===== config.mk =====
export PLATFORM = sky130hd
export DESIGN_NAME = sym_spare_steer
export DESIGN_NICKNAME = d
export VERILOG_FILES = /design/src/rtl/sym_spare_pkg.sv /design/src/rtl/sym_spare_ctrl.sv /design/src/rtl/sym_spare_wr.sv /design/src/rtl/sym_spare_rd.sv /design/src/rtl/sym_spare_steer.sv
export SDC_FILE = /design/constraint.sdc
export NUM_CORES = 1
export LEC_CHECK = 0
export BUFFER_PORTS_ARGS = -buffer_cell sky130_fd_sc_hd__buf_2
export CORE_AREA = 2 2 231 233
export DETAILED_ROUTE_END_ITERATION = 16
export DIE_AREA = 0 0 233 235
export SYNTH_ARGS = -nofsm -noshare
export SYNTH_HDL_FRONTEND = slang
export SYNTH_SLANG_ARGS = --single-unit

===== constraint.sdc =====
create_clock -name clk -period 4.57 [get_ports clk]
set_input_delay 0.457 -clock clk [delete_from_list [all_inputs] [get_ports clk]]
set_output_delay 0.457 -clock clk [all_outputs]
set_load 0.02 [all_outputs]

===== src/rtl/sym_spare_pkg.sv =====
package sym_spare_pkg;

  // A symbol index is usable for sparing when it exists and does not
  // itself hold half of the spare symbol (last symbol of each lane).
  function automatic logic idx_is_legal(input int idx, input int nsym, input int lane_syms);
    return (idx < nsym) && ((idx % lane_syms) != (lane_syms - 1));
  endfunction

  // Lane that carries a given symbol index.
  function automatic int lane_of(input int idx, input int lane_syms);
    return idx / lane_syms;
  endfunction

endpackage


===== src/rtl/sym_spare_ctrl.sv =====
module sym_spare_ctrl #(
  parameter int NSYM      = 36,
  parameter int LANE_SYMS = 18,
  parameter int LANES     = 2,
  parameter int IDX_W     = 6
) (
  input  logic             clk,
  input  logic             rst,
  input  logic             req,
  input  logic [IDX_W-1:0] req_idx,
  input  logic             clr,
  output logic             used,
  output logic [IDX_W-1:0] idx,
  output logic [LANES-1:0] alert
);
  import sym_spare_pkg::*;

  logic legal;
  int   req_lane;

  always_comb begin
    legal    = idx_is_legal(int'(req_idx), NSYM, LANE_SYMS);
    req_lane = lane_of(int'(req_idx), LANE_SYMS);
  end

  always_ff @(posedge clk) begin
    if (rst) begin
      used <= 1'b0;
      idx  <= '0;
    end else if (req && legal && !used) begin
      used <= 1'b1;
      idx  <= req_idx;
    end
  end

  // Raise takes priority over clear so that no report is lost.
  always_ff @(posedge clk) begin
    if (rst) begin
      alert <= '0;
    end else begin
      for (int l = 0; l < LANES; l++) begin
        if (req && legal && used && (req_lane == l)) begin
          alert[l] <= 1'b1;
        end else if (clr) begin
          alert[l] <= 1'b0;
        end
      end
    end
  end

endmodule


===== src/rtl/sym_spare_wr.sv =====
module sym_spare_wr #(
  parameter int SYM_W  = 4,
  parameter int LANE_W = 72,
  parameter int LANES  = 2,
  parameter int IDX_W  = 6
) (
  input  logic                      en,
  input  logic [IDX_W-1:0]          idx,
  input  logic [LANES*LANE_W-1:0]   din,
  output logic [LANES*LANE_W-1:0]   dout
);
  localparam int WORD_W = LANES * LANE_W;
  localparam int NSYM   = WORD_W / SYM_W;
  localparam int HALF   = SYM_W / LANES;

  logic [SYM_W-1:0]  picked;
  logic [WORD_W-1:0] blanked;

  always_comb picked = din[int'(idx)*SYM_W +: SYM_W];

  // Zero the failed symbol in its original lane.
  for (genvar s = 0; s < NSYM; s++) begin : g_sym
    always_comb begin
      if (en && (idx == IDX_W'(s))) blanked[s*SYM_W +: SYM_W] = '0;
      else                          blanked[s*SYM_W +: SYM_W] = din[s*SYM_W +: SYM_W];
    end
  end

  // Each lane receives its share of the failed symbol in its top bits.
  for (genvar l = 0; l < LANES; l++) begin : g_lane
    localparam int TOP = l*LANE_W + LANE_W - 1;
    always_comb begin
      dout[TOP - HALF + 1 +: HALF] = en ? picked[l*HALF +: HALF] : '0;
    end
    if (l == 0) begin : g_low
      always_comb dout[TOP - HALF:0] = blanked[TOP - HALF:0];
    end else begin : g_mid
      always_comb dout[TOP - HALF:(l-1)*LANE_W + LANE_W] = blanked[TOP - HALF:(l-1)*LANE_W + LANE_W];
    end
  end

endmodule


===== src/rtl/sym_spare_rd.sv =====
module sym_spare_rd #(
  parameter int SYM_W  = 4,
  parameter int LANE_W = 72,
  parameter int LANES  = 2,
  parameter int IDX_W  = 6
) (
  input  logic                      en,
  input  logic [IDX_W-1:0]          idx,
  input  logic [LANES*LANE_W-1:0]   din,
  output logic [LANES*LANE_W-1:0]   dout
);
  localparam int WORD_W = LANES * LANE_W;
  localparam int HALF   = SYM_W / LANES;

  logic [SYM_W-1:0] gathered;

  for (genvar l = 0; l < LANES; l++) begin : g_lane
    always_comb gathered[l*HALF +: HALF] = din[l*LANE_W + LANE_W - HALF +: HALF];
  end

  always_comb begin
    dout = din;
    if (en) dout[int'(idx)*SYM_W +: SYM_W] = gathered;
  end

endmodule


===== src/rtl/sym_spare_steer.sv =====
module sym_spare_steer #(
  parameter int SYM_W  = 4,
  parameter int LANE_W = 72,
  localparam int LANES     = 2,
  localparam int WORD_W    = LANES * LANE_W,
  localparam int NSYM      = WORD_W / SYM_W,
  localparam int LANE_SYMS = LANE_W / SYM_W,
  localparam int IDX_W     = $clog2(NSYM)
) (
  input  logic              clk,
  input  logic              rst,
  input  logic              spare_req,
  input  logic [IDX_W-1:0]  spare_req_idx,
  input  logic              alert_clr,
  input  logic [WORD_W-1:0] wr_data_in,
  output logic [WORD_W-1:0] wr_data_out,
  input  logic [WORD_W-1:0] rd_data_in,
  output logic [WORD_W-1:0] rd_data_out,
  output logic              spare_used,
  output logic [IDX_W-1:0]  spare_idx,
  output logic [LANES-1:0]  pfa_alert
);

  sym_spare_ctrl #(
    .NSYM(NSYM), .LANE_SYMS(LANE_SYMS), .LANES(LANES), .IDX_W(IDX_W)
  ) u_ctrl (
    .clk(clk), .rst(rst), .req(spare_req), .req_idx(spare_req_idx),
    .clr(alert_clr), .used(spare_used), .idx(spare_idx), .alert(pfa_alert)
  );

  sym_spare_wr #(
    .SYM_W(SYM_W), .LANE_W(LANE_W), .LANES(LANES), .IDX_W(IDX_W)
  ) u_wr (
    .en(spare_used), .idx(spare_idx), .din(wr_data_in), .dout(wr_data_out)
  );

  sym_spare_rd #(
    .SYM_W(SYM_W), .LANE_W(LANE_W), .LANES(LANES), .IDX_W(IDX_W)
  ) u_rd (
    .en(spare_used), .idx(spare_idx), .din(rd_data_in), .dout(rd_data_out)
  );

endmodule


-- Yosys cells after proc, flatten, opt, wreduce, memory -nomap -nowiden
Cells that the tools add are included.
Widths: inputs -> output; s select.
- register bits: 9
- input port bits: 298
- output and inout bits: 297
- $add $sub $neg: 1
- divide/modulo/power cells: 2
- $lt $le $gt $ge: 1
- equality and inequality tests: 37
- shifts and indexed selects: 3
- muxes and demuxes: 43
- reduce and logical (&&, ||, !) cells: 47
- operator list (cell ; number):
    $bwmux 144 ; 1
    $mux 144 ; 1
    $shift 4x33->144 const A ; 1
    $shiftx 144x9->4 ; 1
    $shiftx 4x33->144 ; 1
    $mux 4 ; 34
    $eq 6x5->1 const B ; 16
    $eq 6x4->1 const B ; 8
    $logic_and 1x1->1 ; 42
    $neg 8->33 ; 1
    $div 7x6->32 const B ; 1
    $eq 32x2->1 const B ; 1
    $logic_not 32->1 ; 1
    $mod 7x6->32 const B ; 1
    $ne 32x6->1 const B ; 1
    $eq 6x3->1 const B ; 4
    $eq 6x6->1 const B ; 4
    $eq 6x2->1 const B ; 2
    $mux 2 ; 4
    $eq 6x1->1 const B ; 1
    $logic_not 6->1 ; 1
    $lt 6x6->1 const B ; 1
    $reduce_bool 2->1 ; 2
    $mux 1 ; 3
    $logic_not 1->1 ; 1

-- Depth between registers and ports, before layout
- depth in word-level cells: 7
- gate-level depth with buffers: 10
- mapped depth without buffers: 10

-- Modules after synthesis
Synthesis repeated with hierarchy kept, for this count alone.
- cells, all modules: 666
- area total of the unflattened synthesis: 5566.6 µm²
- modules (own cells, without submodules) (module ; times used ; cells an instance ; area each (µm²) ; seq. area each (µm²)):
    sym_spare_rd ; 1 ; 300 ; 2572.5 ; 0.0
    sym_spare_wr ; 1 ; 299 ; 2407.3 ; 0.0
    sym_spare_ctrl ; 1 ; 67 ; 586.8 ; 180.2

-- Worst setup path before layout
No wires, ideal clock.
- kind: register to output
- start: register u_ctrl.idx[0]
- end: output rd_data_out[16]
- arrival time: 2899 ps
- setup slack: 1214 ps
- stages on the path, launching flop included: 11
- path buffers: 2
- cells stage by stage: dfxtp_1 > buf_4 > inv_1 > ha_1 > o21bai_1 > a21o_1 > a21oi_2 > nor2_1 > or4_1 > buf_2 > mux2i_1
- word-level cells in the longest chain between the ends: 4
- ends and longest elaborated chain (element ; line ; source):
    from (decl) ; sym_spare_ctrl.sv:13 ; output logic [IDX_W-1:0] idx,
    from (signal assigned) ; sym_spare_ctrl.sv:32 ; idx <= req_idx;
    $neg 8->33 (*) ; sym_spare_rd.sv:23 ; if (en) dout[int'(idx)*SYM_W +: SYM_W] = gathered;
    $shiftx 4x33->144 or $shift 4x33->144 (tied branches) ; sym_spare_rd.sv:23 ;
    $bwmux 144 (*) ; sym_spare_rd.sv:23 ;
    $mux 144 (*) ; sym_spare_rd.sv:23 ;
    to (decl) ; sym_spare_steer.sv:18 ; output logic [WORD_W-1:0] rd_data_out,
Mark *: on every way between the ends. The rest lies on a longest branch, timed or not.

-- Final worst setup path
- start: register u_ctrl.idx[1]
- end: output rd_data_out[44]
The elaborated chain is that of the path after synthesis.

==> results.py <==
metrics = {
    "sta": {
        "setup_violations": 0,
        "drv_slew": 0,
        "post-route-period-util_pct": 85.9,
        "worst_slew_pin_slew_ns": 0.852,
        "fin_setup_tns_ns": 0,
        "hold_viol": 0,
        "fmax_mhz": 255,
        "period_minus_slack_ns": 3.92,
        "relSlewSlack_pct": 42.8,
        "fin_skew_ns": 0.00275,
        "rsz0062_at_grt": "no",
        "finalWorstSetupSlack_ns": 0.646,
    },
    "synthesis": {
        "ys_top_cells_by_area": "mux2_2, mux4_2, and2_1, nor2b_1, nand2_1",
        "yosys_warnings": 0,
        "async_flop_share_pct": 0,
        "synth_cell_types": 65,
        "yosys.area.top_type": "mux2_2",
        "synth_top_area_share_pct": 20.2,
        "seq_area_frac_synth_pct": 3.27,
        "synth_common_cells": "mux2_2, nand2_1, and2_1",
        "synthCells": 734,
        "synth_edf_count": 0,
        "synth_nets": 1039,
        "synthFlopType": "dfxtp_1",
        "synth-seq-cells": 9,
        "syn_area_per_cell_sq_um": 7.52,
        "syn_area_sq_um": 5520,
        "yosysMostFrequentCell": "mux2_2",
    },
    "clock_network": {
        "cts_max_path_buffers": 2,
        "cts_made_buffers": 3,
        "clk_pin_slew_ns": 0.04,
        "insertion_delay_ns": 0.25,
        "postCtsSetupBuffers": 0,
        "cts.sinks": 9,
        "cts_tree": "built",
        "root_buffer": "clkbuf_16",
        "cts_htree_levels": 1,
        "ctsHoldBuffers": 0,
        "postCtsResizedCells": 0,
    },
    "run_status": {
        "status": "finished, final reports clean",
    },
    "finish": {
        "drive_gt1_share_pct": 60.0,
        "syn2layout_area_growth_pct": 71.2,
        "nFillCells": 5967,
        "fin_nets": 1619,
    },
    "floorplan": {
        "die_w_microns": 233,
        "die_y_microns": 235,
        "core-area_sq_um": 52200,
        "std_cell_rows": 84,
        "io_pins": 595,
        "dieArea_sq_um": 54800,
        "start_util_pct": 10.6,
    },
    "critical_path": {
        "critPathBufInv": 3,
        "reg2reg_slack_ns": 2.51,
        "crit_path_start_kind": "flop",
        "cp_slowest_cell": "nor4_1",
        "endpoint_kind": "primary output",
        "slowest_delay_ns": 0.59,
        "critical_path.endpoint": "rd_data_out[44]",
        "timing.rr.start": "u_ctrl.idx[1]",
        "path_max_fanout": 10,
        "critical_path_required_ns": 4.11,
        "timing.rr.end": "u_ctrl.idx[1]",
        "cp_common_cell": "nand2_1",
        "cp_num_cells": 10,
        "crit_family": "simple AND/OR/NAND/NOR gates",
        "path_cells": "inv_1 > buf_4 > and3_1 > ha_1 > nand2_1 > nor4_1 > nand2_1 > nor2_1 > mux2_2 > buf_2",
        "worstSetupPathType": "reg -> out",
        "cp_data_arrival_time_ns": 3.47,
        "startpoint": "u_ctrl.idx[1]",
        "rr_worst_depth": 4,
    },
    "global_routing": {
        "grt_pass1_wl_microns": 57200,
        "grt_start_max_net_pins": 51,
        "grt_pass1_vias": 7760,
        "grt_usage_pct": 14.4,
        "grt_overflow": 0,
        "antenna_found_initial": 14,
    },
    "routing": {
        "wl_per_cell_microns": 21.0,
        "dr.pass1.iters": 5,
        "via_count": 8237,
        "routed_via_density": 4.10,
        "drt_iter0_markers": 491,
        "antenna_left": 0,
        "drt_drc_violations_left": 0,
        "drt-total-wl_microns": 42100,
    },
    "power_and_ir_drop": {
        "p_int_mw": 0.588,
        "seq_power_share_pct": 7.0,
        "p_leak_nw": 4.35,
        "clockPowerShare_pct": 13.2,
        "powerDensity_nw_per_um2": 133,
        "irDropWorstVdd_mv": 0.0963,
        "power_mw": 1.25,
        "switchingPower_mw": 0.664,
        "p_sw_share_pct": 53.0,
        "combPwrFrac_pct": 79.8,
    },
    "place": {
        "gp_congestion": 0.943,
        "place_hpwl_microns": 36600,
        "preCtsSetupSlack_ns": 0.891,
        "io_buffers": 594,
    },
    "run": {
        "max-cap-violations": 0,
    },
    "min_path": {
        "hold_path.class": "reg -> reg",
    },
}
state kept, by name (all words and copies together) (netlist names):
name	flops
u_ctrl.used	1
u_ctrl.idx	6
u_ctrl.alert	2
cells by family after synthesis:
logic type | share of synthesized area (%)
AND/OR/NAND/NOR | 39.7
adder cells (fa/ha/maj) | 1.59
multiplexers | 38.7
AO/OA/AOI/OAI | 10.4
buffers and inverters | 5.22
flip-flops | 3.27
XOR/XNOR | 1.11
power by group through the flow:
stage / logic (mW) / registers, mW / clock network [mW]
final: 1.00 / 0.0874 / 0.165
after floorplan: 0.543 / 0.0938 / 0
after global placement: 1.00 / 0.0882 / 0
after detailed placement: 1.00 / 0.0885 / 0
after CTS: 1.01 / 0.0870 / 0.171
after global routing: 1.07 / 0.0878 / 0.175
cell usage in the layout, fill, tap and decap left out, drive strengths merged, types with 6 or more instances in the layout:
cell type | synthesis | layout
a21oi | 6 | 6
and2 | 84 | 84
and3 | 11 | 11
buf | 18 | 618
dfxtp | 9 | 9
diode | 0 | 6
ha | 7 | 7
inv | 25 | 25
mux2 | 107 | 107
mux2i | 21 | 21
mux4 | 32 | 32
nand2 | 101 | 101
nand2b | 18 | 18
nand3 | 23 | 23
nor2 | 42 | 42
nor2b | 71 | 71
nor3 | 23 | 23
nor4 | 6 | 6
o21ai | 35 | 35
final cells by class:
class / count / area [sq um] / area share [%]
Tap cell: 688 / 861 / 9.12
Inverter: 25 / 93.8 / 0.994
Multi-Input combinational cell: 657 / 5050 / 53.5
Clock buffer: 3 / 75.1 / 0.795
Timing Repair Buffer: 618 / 3150 / 33.4
Antenna cell: 6 / 15.0 / 0.159
Sequential cell: 9 / 190 / 2.01
Clock inverter: 1 / 5.00 / 0.0530
per-stage QoR:
stage                     hold slack [ns]  instance area [sq um]  instances  utilization, %
after floorplan                     0.530                   5520        734               -
after global placement              0.459                   9350       1997            17.9
after detailed placement            0.452                   9350       1997            17.9
after CTS                           0.475                   9430       2001            18.0
after global routing                0.486                   9430       2002            18.1
final                               0.472                   9440       2007            18.1
per-layer routing:
metal / GRT usage, % / part of all wire, %
met1: 19.4 / 44
met2: 23.1 / 46
met3: 4.56 / 9.1
met4: 1.31 / 0.98
met5: 0 / 0.23
how the worst min path moves through the flow:
stage | cells past startpoint | endpoint | slack [ns] | from
floorplan | 2 | u_ctrl.alert[0] | 0.53 | u_ctrl.alert[0]
global placement | 2 | u_ctrl.alert[0] | 0.46 | u_ctrl.alert[0]
detailed placement | 2 | u_ctrl.alert[0] | 0.45 | u_ctrl.alert[0]
CTS | 1 | u_ctrl.alert[1] | 0.47 | u_ctrl.alert[1]
global route | 1 | u_ctrl.alert[1] | 0.49 | u_ctrl.alert[1]
finish | 1 | u_ctrl.alert[1] | 0.47 | u_ctrl.alert[1]
worst reg2reg max path, cell delays in order (launching register included):
cell and delay (ns):
dfxtp_4 0.40, buf_4 0.65, a21oi_1 0.22, a2111oi_0 0.54, buf_4 0.19
No activity file was read; power rests on OpenSTA's default activity.
